`src/rtl/pic_pkg.sv`:
```
// pic_pkg: shared constants and the trigger-mode type for the interrupt controller.
// Assumes byte addressing with 32-bit aligned registers.
package pic_pkg;

    typedef enum logic [1:0] {
        TRIG_LVL_HI = 2'd0,
        TRIG_LVL_LO = 2'd1,
        TRIG_RISE   = 2'd2,
        TRIG_FALL   = 2'd3
    } trig_mode_e;

    localparam int TRIG_W        = 2;
    localparam int PRIO_W        = 8;
    localparam int OFF_EN_SET    = 'h000;
    localparam int OFF_EN_CLR    = 'h004;
    localparam int OFF_CLAIM     = 'h008;
    localparam int OFF_DONE      = 'h00C;
    localparam int OFF_TRIG_BASE = 'h100;
    localparam int OFF_PRIO_BASE = 'h200;

endpackage

```
`src/rtl/pic_sync.sv`:
```
// pic_sync: two-flop synchronizer per input, plus a third stage for edge detection.
// Assumes the inputs are asynchronous and can be captured with two flops.
// lvl is the synchronized level. rise and fall each last one cycle per edge.
module pic_sync #(
    parameter int N = 20
) (
    input  logic         clk,
    input  logic         rst_n,
    input  logic [N-1:0] raw,
    output logic [N-1:0] lvl,
    output logic [N-1:0] rise,
    output logic [N-1:0] fall
);
    logic [N-1:0] stg1_q, stg2_q, stg3_q;

    // Shift the raw inputs through three stages.
    always_ff @(posedge clk) begin
        if (!rst_n) begin
            stg1_q <= '0;
            stg2_q <= '0;
            stg3_q <= '0;
        end else begin
            stg1_q <= raw;
            stg2_q <= stg1_q;
            stg3_q <= stg2_q;
        end
    end

    assign lvl  = stg2_q;
    assign rise = stg2_q & ~stg3_q;
    assign fall = ~stg2_q & stg3_q;

    AST_RISE_ONE_SHOT: assert property (@(posedge clk) disable iff (!rst_n)
        |rise |=> (rise & $past(rise)) == '0);
    AST_FALL_ONE_SHOT: assert property (@(posedge clk) disable iff (!rst_n)
        |fall |=> (fall & $past(fall)) == '0);
endmodule

```
`src/rtl/pic_arbiter.sv`:
```
// pic_arbiter: picks, among the requesting sources, the one with the smallest priority value.
// Ties go to the lower index. The search is a single combinational linear pass.
module pic_arbiter #(
    parameter int N    = 20,
    parameter int PW   = 8,
    parameter int ID_W = 5
) (
    input  logic                 clk,
    input  logic                 rst_n,
    input  logic [N-1:0]         cand,
    input  logic [N-1:0][PW-1:0] prio,
    output logic                 found,
    output logic [ID_W-1:0]      win_id
);
    logic [PW-1:0] best_p;

    // Linear search: a later source wins only with a strictly smaller value.
    always_comb begin
        found  = 1'b0;
        win_id = '0;
        best_p = '1;
        for (int i = 0; i < N; i++) begin
            if (cand[i] && (!found || prio[i] < best_p)) begin
                found  = 1'b1;
                best_p = prio[i];
                win_id = ID_W'(i);
            end
        end
    end

    AST_WIN_IS_REQ: assert property (@(posedge clk) disable iff (!rst_n)
        found |-> cand[win_id]);

    for (genvar k = 0; k < N; k++) begin : g_chk
        AST_WIN_BEST: assert property (@(posedge clk) disable iff (!rst_n)
            (found && cand[k]) |-> prio[k] >= prio[win_id]);
        AST_WIN_TIE_LOW: assert property (@(posedge clk) disable iff (!rst_n)
            (found && cand[k] && prio[k] == prio[win_id]) |-> win_id <= ID_W'(k));
    end
endmodule

```
`src/rtl/prio_irq_ctrl.sv`:
```
// prio_irq_ctrl: register-mapped interrupt controller for one processor.
// Each source has a trigger mode, a priority, an enable bit, a pending latch and an in-service bit.
// Assumes NUM_SRC <= DATA_W (the enable bitmap fits one word) and DATA_W = 32.
// Each bus access is one cycle. Read data is registered and returns one cycle later.
module prio_irq_ctrl #(
    parameter int NUM_SRC = 20,
    parameter int ADDR_W  = 12,
    parameter int DATA_W  = 32
) (
    input  logic               clk,
    input  logic               rst_n,
    input  logic [NUM_SRC-1:0] irq_in,
    input  logic               bus_valid,
    input  logic               bus_write,
    input  logic [ADDR_W-1:0]  bus_addr,
    input  logic [DATA_W-1:0]  bus_wdata,
    output logic [DATA_W-1:0]  bus_rdata,
    output logic               bus_rvalid,
    output logic               irq_o
);
    import pic_pkg::*;

    localparam int ID_W          = (NUM_SRC > 1) ? $clog2(NUM_SRC) : 1;
    localparam int TRIG_PER_WORD = DATA_W / TRIG_W;
    localparam int PRIO_PER_WORD = DATA_W / PRIO_W;

    logic [NUM_SRC-1:0][TRIG_W-1:0] trig_q;
    logic [NUM_SRC-1:0][PRIO_W-1:0] prio_q;
    logic [NUM_SRC-1:0] en_q, pend_q, act_q;
    logic [NUM_SRC-1:0] lvl, rise, fall;
    logic [NUM_SRC-1:0] req, edge_seen, claim_fire, done_hit;
    logic               found;
    logic [ID_W-1:0]    win_id;
    logic               wr_acc, rd_acc, claim_rd;
    logic [DATA_W-1:0]  rd_word;

    assign wr_acc   = bus_valid && bus_write;
    assign rd_acc   = bus_valid && !bus_write;
    assign claim_rd = rd_acc && (bus_addr == ADDR_W'(OFF_CLAIM));

    pic_sync #(.N(NUM_SRC)) u_sync (
        .clk (clk),
        .rst_n (rst_n),
        .raw (irq_in),
        .lvl (lvl),
        .rise (rise),
        .fall (fall)
    );

    for (genvar i = 0; i < NUM_SRC; i++) begin : g_src
        localparam int TWORD = i / TRIG_PER_WORD;
        localparam int TBIT  = (TRIG_W * i) % DATA_W;
        localparam int PWORD = i / PRIO_PER_WORD;
        localparam int PBIT  = (PRIO_W * i) % DATA_W;

        logic trig_hit, prio_hit, set_hit, clr_hit;

        assign trig_hit = wr_acc && (bus_addr == ADDR_W'(OFF_TRIG_BASE + 4 * TWORD));
        assign prio_hit = wr_acc && (bus_addr == ADDR_W'(OFF_PRIO_BASE + 4 * PWORD));
        assign set_hit  = wr_acc && (bus_addr == ADDR_W'(OFF_EN_SET)) && (bus_wdata == DATA_W'(i));
        assign clr_hit  = wr_acc && (bus_addr == ADDR_W'(OFF_EN_CLR)) && (bus_wdata == DATA_W'(i));
        assign done_hit[i]   = wr_acc && (bus_addr == ADDR_W'(OFF_DONE)) && (bus_wdata == DATA_W'(i));
        assign claim_fire[i] = claim_rd && found && (win_id == ID_W'(i));
        assign edge_seen[i]  = ((trig_q[i] == TRIG_RISE) && rise[i]) ||
                               ((trig_q[i] == TRIG_FALL) && fall[i]);
        assign req[i] = en_q[i] && !act_q[i] &&
                        (trig_q[i][1] ? pend_q[i] : (lvl[i] ^ trig_q[i][0]));

        // Load this source's trigger field from its own word only.
        always_ff @(posedge clk) begin
            if (!rst_n)        trig_q[i] <= TRIG_LVL_HI;
            else if (trig_hit) trig_q[i] <= bus_wdata[TBIT +: TRIG_W];
        end

        // Load this source's priority field from its own word only.
        always_ff @(posedge clk) begin
            if (!rst_n)        prio_q[i] <= '0;
            else if (prio_hit) prio_q[i] <= bus_wdata[PBIT +: PRIO_W];
        end

        // Enable bit: set and clear by source number.
        always_ff @(posedge clk) begin
            if (!rst_n)       en_q[i] <= 1'b0;
            else if (set_hit) en_q[i] <= 1'b1;
            else if (clr_hit) en_q[i] <= 1'b0;
        end

        // In-service bit: set on claim, cleared on completion.
        always_ff @(posedge clk) begin
            if (!rst_n)             act_q[i] <= 1'b0;
            else if (claim_fire[i]) act_q[i] <= 1'b1;
            else if (done_hit[i])   act_q[i] <= 1'b0;
        end

        // Pending latch for edge modes; a new edge wins over a claim in the same cycle.
        always_ff @(posedge clk) begin
            if (!rst_n) pend_q[i] <= 1'b0;
            else        pend_q[i] <= edge_seen[i] || (pend_q[i] && !claim_fire[i]);
        end

        AST_CLAIM_HOLDS: assert property (@(posedge clk) disable iff (!rst_n)
            (act_q[i] && !done_hit[i]) |=> act_q[i]);
        AST_CLAIM_SETS: assert property (@(posedge clk) disable iff (!rst_n)
            claim_fire[i] |=> act_q[i]);
        AST_EDGE_LATCH: assert property (@(posedge clk) disable iff (!rst_n)
            (edge_seen[i] && !claim_fire[i]) |=> pend_q[i]);
    end

    pic_arbiter #(.N(NUM_SRC), .PW(PRIO_W), .ID_W(ID_W)) u_arb (
        .clk (clk),
        .rst_n (rst_n),
        .cand (req),
        .prio (prio_q),
        .found (found),
        .win_id (win_id)
    );

    // Read multiplexer: build the word for the addressed register.
    always_comb begin
        rd_word = '0;
        if (bus_addr == ADDR_W'(OFF_EN_SET)) begin
            for (int j = 0; j < NUM_SRC; j++) rd_word[j] = en_q[j];
        end else if (bus_addr == ADDR_W'(OFF_CLAIM)) begin
            rd_word = found ? DATA_W'(win_id) : '1;
        end
        for (int i = 0; i < NUM_SRC; i++) begin
            if (bus_addr == ADDR_W'(OFF_TRIG_BASE + 4 * (i / TRIG_PER_WORD)))
                rd_word[(TRIG_W * i) % DATA_W +: TRIG_W] = trig_q[i];
            if (bus_addr == ADDR_W'(OFF_PRIO_BASE + 4 * (i / PRIO_PER_WORD)))
                rd_word[(PRIO_W * i) % DATA_W +: PRIO_W] = prio_q[i];
        end
    end

    // Register read data one cycle after the access.
    always_ff @(posedge clk) begin
        if (!rst_n) begin
            bus_rdata  <= '0;
            bus_rvalid <= 1'b0;
        end else begin
            bus_rvalid <= rd_acc;
            if (rd_acc) bus_rdata <= rd_word;
        end
    end

    assign irq_o = found;

    AST_READ_LATENCY: assert property (@(posedge clk) disable iff (!rst_n)
        rd_acc |=> bus_rvalid);
    AST_EMPTY_CLAIM_ONES: assert property (@(posedge clk) disable iff (!rst_n)
        (claim_rd && !found) |=> (bus_rdata == '1));
    AST_EMPTY_NO_SERVICE: assert property (@(posedge clk) disable iff (!rst_n)
        (claim_rd && !found && !wr_acc) |=> $stable(act_q));
endmodule

```
`config.mk`:
```
export PLATFORM = sky130hd
export DESIGN_NAME = prio_irq_ctrl
export DESIGN_NICKNAME = d
export VERILOG_FILES = /design/src/rtl/pic_pkg.sv /design/src/rtl/pic_sync.sv /design/src/rtl/pic_arbiter.sv /design/src/rtl/prio_irq_ctrl.sv
export SDC_FILE = /design/constraint.sdc
export NUM_CORES = 1
export LEC_CHECK = 0
export BUFFER_PORTS_ARGS = -buffer_cell sky130_fd_sc_hd__buf_2
export CAP_MARGIN = 40
export CORE_MARGIN = 1
export CORE_UTILIZATION = 50
export CTS_CLUSTER_DIAMETER = 60
export DETAILED_ROUTE_END_ITERATION = 8
export PLACE_DENSITY = 0.67
export SLEW_MARGIN = 10
export SYNTH_ARGS = -nofsm -noshare
export SYNTH_HDL_FRONTEND = slang
export SYNTH_HIERARCHICAL = 1
export SYNTH_SLANG_ARGS = --single-unit
export TNS_END_PERCENT = 20
```
`constraint.sdc`:
```
create_clock -name clk -period 112 [get_ports clk]
set_input_delay 22.4 -clock clk [delete_from_list [all_inputs] [get_ports clk]]
set_output_delay 22.4 -clock clk [all_outputs]
set_load 0.05 [all_outputs]
```
==> flow_summary.json, run 1 <==
{
  "rr_startpoint": "trig_q[0]",
  "worstReg2RegEnd": "pend_q[16]",
  "final_common_cell": "nand2_1",
  "worst_pin_slew_ps": 1002,
  "wl_per_cell_um": 27.56,
  "hp-start": "u_sync/stg1_q[0]",
  "syn2layout_area_growth_pct": 11.55,
  "ioPinCount": 102,
  "synth_async_sr_flop_share": 0,
  "yosys_warnings": 6,
  "cp_slowest_stage_delay_ps": 690,
  "fp.dieW_um": 215.6,
  "port_buffers": 101,
  "grt_overflow": 0,
  "ant_nets": 0,
  "finalSetupViolations": 0,
  "criticalPathCategory": "reg -> reg",
  "peakVddDrop_v": 0.00001481,
  "min_delay_path_depth": 1,
  "vias": 24091,
  "maxCapViolCount": 0,
  "period_needed_ps": 42220,
  "cts.path.max_buffers": 3,
  "syn_inst": 2991,
  "crit_family": "compound AO/OA/AOI/OAI gates",
  "crit_path_frequent_cell": "a21o_1",
  "fin_worst_skew_ps": 31.71,
  "synth_flop_cell": "dfxtp_1",
  "status": "finished, final reports clean",
  "drt-vias-per-instance": 6.593,
  "cts_resized": 0,
  "timing.final.crit_share": 0.3770,
  "cts_hold_buffers": 0,
  "switching_share": 0.2554,
  "stdcell_count": 3654,
  "rsz0062_at_grt": "no",
  "syn_nets": 3158,
  "grt_max_degree": 118,
  "clk_pin_slew_worst_paths_ps": 60,
  "cp.required_ps": 112480,
  "placed_cells": 3573,
  "grt_first_pass_wirelength_um": 145200,
  "core_sq_um": 44610,
  "grt_usage": 0.4228,
  "setup_ws_ps": 69780,
  "drtPass1Iterations": 6,
  "cts_root_buf": "clkbuf_16",
  "combPwrFrac": 0.060,
  "ys_seq_area_frac": 0.3099,
  "layout_common_cells": "nand2_1, dfxtp_1, a21oi_1",
  "pre_cts_ws_ps": 71000,
  "drtIter0Drc": 3293,
  "hold_end": "u_sync/lvl[0]",
  "leakagePower_uw": 0.01041,
  "worst_setup_path_start_kind": "register",
  "antenna_found_initial": 1,
  "finalMaxSlewViolations": 0,
  "internal_power_uw": 224.0,
  "hp-class": "reg -> reg",
  "fin_nets": 3194,
  "ys_ff_latch": 353,
  "ys_types": 117,
  "cp_num_buf_inv": 17,
  "crit_path_top_delay_cell": "a21boi_2",
  "first_global_vias": 21652,
  "die-area_sq_um": 46460,
  "cts_buffers": 44,
  "clkPwrFrac": 0.514,
  "num_rows": 77,
  "htreeDepth": 2,
  "hpwl_um": 75570,
  "gp_routability_congestion": 1.025,
  "p_seq_frac": 0.426,
  "synth_area_sq_um": 22800,
  "powerDensity_nw_per_um2": 11.83,
  "layout-drive-gt1-share": 0.1254,
  "initial_core_util": 0.5112,
  "crit_arrival_ps": 42700,
  "path_max_fanout": 22,
  "power.total_uw": 300.8,
  "endpoint_kind": "register",
  "reg2reg_slack_ps": 69780,
  "max_slew_margin": 0.3308,
  "post-cts-setup-buffer-count": 0,
  "drcViolationCount": 0,
  "hold_viol": 0,
  "cts_tree": "yes",
  "synth_edf_count": 0,
  "clk_latency_ps": 610,
  "cts.sinks": 353,
  "drt-total-wl_um": 100700,
  "avgSynthCellArea_sq_um": 7.623,
  "reg2reg_depth": 200,
  "max_freq_mhz": 23.68,
  "fillers": 4165,
  "setup_tns_ps": 0,
  "switchingPower_uw": 76.83,
  "die_h_um": 215.6
}
==> cells in the mapped netlist, types with 18 or more instances <==
cell type	number	area, sq um
a21oi_1	282	1411
mux2_2	52	585.6
a211oi_1	28	210.2
xnor2_1	25	219.0
nor2_1	175	656.9
a21o_1	43	322.8
a21boi_1	28	210.2
dfxtp_1	353	7067
o211ai_1	29	217.7
a22o_1	26	227.7
o21ai_0	170	850.8
nand2_1	582	2185
nor4_1	24	150.1
ha_1	99	1239
a21boi_0	83	623.1
nor3_1	49	245.2
nor3b_1	25	187.7
and2_2	20	150.1
mux2i_1	34	340.3
nand3_1	53	265.3
clkbuf_1	120	450.4
inv_1	122	457.9
buf_2	18	90.09
o221ai_1	30	262.8
a22oi_1	29	217.7
and2_1	55	344.1
a31oi_1	18	112.6
nand2b_1	23	143.9
nor2b_1	63	394.1
==> per-layer routing <==
metal	vias to the layer above	GRT usage	part of all wire	routed length (um)
met4	0	0.2210	0.062	6267
met5	-	0	0	0
li1	10801	-	-	-
met2	1551	0.6367	0.42	42520
met3	310	0.09556	0.12	11700
met1	11429	0.5626	0.40	40230
==> per-stage QoR <==
| stage | utilization | hold slack (ps) | cell area, sq um |
|---|---|---|---|
| 6_report | 0.5702 | 430.1 | 25430 |
| 5_1_grt | 0.5701 | 437.9 | 25430 |
| 4_1_cts | 0.5701 | 433.8 | 25430 |
| 3_5_place_dp | 0.5348 | 418.9 | 23860 |
| 3_3_place_gp | 0.5289 | 412.8 | 23590 |
| 2_1_floorplan | - | 411.9 | 22800 |
==> worst max path at each step <==
stage / startpoint / end / cells past startpoint
6_report: trig_q[0] / pend_q[16] / 200
5_1_grt: trig_q[0] / pend_q[1] / 198
4_1_cts: trig_q[0] / pend_q[16] / 201
3_5_place_dp: trig_q[0] / pend_q[16] / 201
3_3_place_gp: trig_q[0] / pend_q[13] / 198
2_1_floorplan: trig_q[0] / pend_q[16] / 217
==> final cells by class <==
type,instances,area [sq um],area share
multi-input combinational,2351,14580,0.5731
sequential,353,7067,0.2778
clock buffer,60,1271,0.04998
timing repair buffer,154,1008,0.03965
tap,592,740.7,0.02912
inverter,123,464.2,0.01825
clock inverter,20,305.3,0.01200
antenna,1,2.502,0.00009839
==> kinds of logic after synthesis <==
kind of cell,count (synthesis),synth area share
AOI/OAI and AO/OA,955,0.2837
xor gates and xnor gates,30,0.01152
adders and majority gates,102,0.05564
buffers and inverters,287,0.05235
DFF,353,0.3099
muxes,93,0.04456
and+or+nand+nor,1171,0.2423
==> state kept, by name, summed over array words and instances (netlist names) <==
register       cells
bus_rvalid         1
pend_q            20
trig_q            40
prio_q           160
bus_rdata         32
act_q             20
u_sync/lvl        20
u_sync/stg1_q     20
en_q              20
u_sync/stg3_q     20
==> power groups by stage <==
stage | combinational, uW | sequential (uW) | clock [uW]
floorplan | 7.25 | 132 | 0
global placement | 16.8 | 131 | 0
detailed placement | 17.1 | 131 | 0
CTS | 17.2 | 128 | 155
global route | 18.2 | 128 | 160
finish | 17.9 | 128 | 155
==> worst reg2reg max path, delay by kind of cell (launching register included) <==
kind	cells	cell delay, ps
AOI/OAI and AO/OA	101	20780
xor gates and xnor gates	1	90
adders and majority gates	19	5120
buffers and inverters	17	1890
DFF	1	390
muxes	7	2650
and+or+nand+nor	55	11170
Power figures use the tool's default switching activity.
==> run 2, diff against run 1 <==
==> constraint.sdc (replaced) <==
create_clock -name clk -period 43 [get_ports clk]
set_input_delay 8.6 -clock clk [delete_from_list [all_inputs] [get_ports clk]]
set_output_delay 8.6 -clock clk [all_outputs]
set_load 0.05 [all_outputs]
==> flow_summary.json, run 2 (synthesis results as in run 1) <==
{
  "status": "finished, final reports clean",
  "syn2layout_area_growth_pct": 11.46,
  "drt-vias-per-instance": 6.550,
  "hp-class": "reg -> reg",
  "grt_usage": 0.4192,
  "clk_latency_ps": 620,
  "crit_arrival_ps": 40610,
  "finalSetupViolations": 0,
  "setup_tns_ps": 0,
  "wl_per_cell_um": 27.39,
  "crit_path_top_delay_cell": "nor4_2",
  "fin_worst_skew_ps": 37.59,
  "crit_path_frequent_cell": "a21o_1",
  "port_buffers": 101,
  "powerDensity_nw_per_um2": 30.35,
  "drcViolationCount": 0,
  "layout-drive-gt1-share": 0.1277,
  "max_slew_margin": 0.3342,
  "fillers": 4223,
  "cp_slowest_stage_delay_ps": 630,
  "maxCapViolCount": 0,
  "drtPass1Iterations": 8,
  "largest_registers": "prio_q: 160 flops, trig_q: 40 flops, bus_rdata: 32 flops",
  "path_max_fanout": 21,
  "cts_tree": "yes",
  "cts_root_buf": "clkbuf_16",
  "hold_viol": 0,
  "fp.dieW_um": 215.6,
  "finalMaxSlewViolations": 0,
  "final_common_cell": "nand2_1",
  "first_global_vias": 21849,
  "num_rows": 77,
  "fin_nets": 3195,
  "ioPinCount": 102,
  "timing.final.crit_share": 0.9338,
  "period_needed_ps": 40150,
  "max_freq_mhz": 24.91,
  "rsz0062_at_grt": "no",
  "hpwl_um": 75080,
  "top_register": "prio_q",
  "layout_common_cells": "nand2_1, dfxtp_1, a21oi_1",
  "cts_buffers": 46,
  "cts.sinks": 353,
  "cts.path.max_buffers": 3,
  "grt_max_degree": 110,
  "cts_hold_buffers": 0,
  "ant_nets": 0,
  "drtIter0Drc": 3495,
  "seqCellArea_sq_um": 7067,
  "cp.required_ps": 43460,
  "gp_routability_congestion": 1.036,
  "leakagePower_uw": 0.01039,
  "worst_setup_path_start_kind": "register",
  "vias": 23933,
  "criticalPathCategory": "reg -> reg",
  "die-area_sq_um": 46460,
  "hold_ws_ps": 412.8,
  "endpoint_kind": "register",
  "peakVddDrop_v": 0.00003460,
  "power.total_uw": 771.5,
  "die_h_um": 215.6,
  "drt-total-wl_um": 100100,
  "initial_core_util": 0.5112,
  "antenna_found_initial": 3,
  "worst_pin_slew_ps": 995.0,
  "largest_reg_flops": 160,
  "grt_first_pass_wirelength_um": 144200,
  "htreeDepth": 2,
  "core_sq_um": 44610,
  "grt_overflow": 0,
  "clk_pin_slew_worst_paths_ps": 60,
  "antenna_cells": 0,
  "post-cts-setup-buffer-count": 0,
  "multi_input_area_sq_um": 14640
}
## run 2: changes by cell type in the layout (fill, tap and decap cells not counted), sizes merged
| cell | delta |
|---|---|
| inv | +1 |
| bufinv | -3 |
| clkdlybuf4s18 | -1 |
| clkinv | +5 |
| clkinvlp | -2 |
| clkbuf | +1 |
| diode | -1 |
## run 2: final timing paths
| check | cells past startpoint | slack, ps | from | to |
|---|---|---|---|---|
| max | 195 | 2850 | trig_q[0] | pend_q[0] |
| min | 1 | 410 | u_sync/stg1_q[8] | u_sync/lvl[8] |
| max reg2reg | 195 | 2850 | trig_q[0] | pend_q[0] |
| min reg2reg | 1 | 410 | u_sync/stg1_q[8] | u_sync/lvl[8] |
## run 2: power by group
part           internal (uW)  switching, uW  total [uW]
Combinational           12.1           34.8        46.9
Sequential               331           3.13         334
Clock                    228            163         391
## run 2: cell type report
class | instances | area share
clock inverters | 21 | 0.008665
flip-flops and latches | 353 | 0.2781
repair buffers | 153 | 0.03850
multi-input cells | 2351 | 0.5759
inverters | 123 | 0.01827
well taps | 592 | 0.02915
clock buffers | 61 | 0.05145
## run 2: stage by stage
step	setup WS [ps]	utilization	std cells	instance area, sq um
floorplan	6166	-	2991	22800
global placement	2820	0.5285	3549	23580
detailed placement	2199	0.5341	3572	23830
CTS	2004	0.5684	3654	25350
global route	42.96	0.5697	3654	25410
finish	2848	0.5697	3654	25410
## run 2: worst max-delay path, delay by kind of cell (launching register included)
family                     cells  cell delay [ps]
AOI/OAI and AO/OA             97            19470
and+or+nand+nor               54            10380
adders and majority gates     19             5230
muxes                          8             2760
buffers and inverters         16             1620
DFF                            1              390
xor gates and xnor gates       1               90
## run 2: per-layer routing
layer,routed length (um),vias to the layer above,track usage
met5,18,-,0
met4,6819,2,0.2558
met3,10780,319,0.08527
met2,42090,1431,0.6268
met1,40390,11377,0.5540
li1,-,10804,-
## run 2: repair_timing
action,4_1_cts,5_1_grt
resized for setup,0,14
hold endpoints to repair,0,0
setup endpoints to repair,0,45
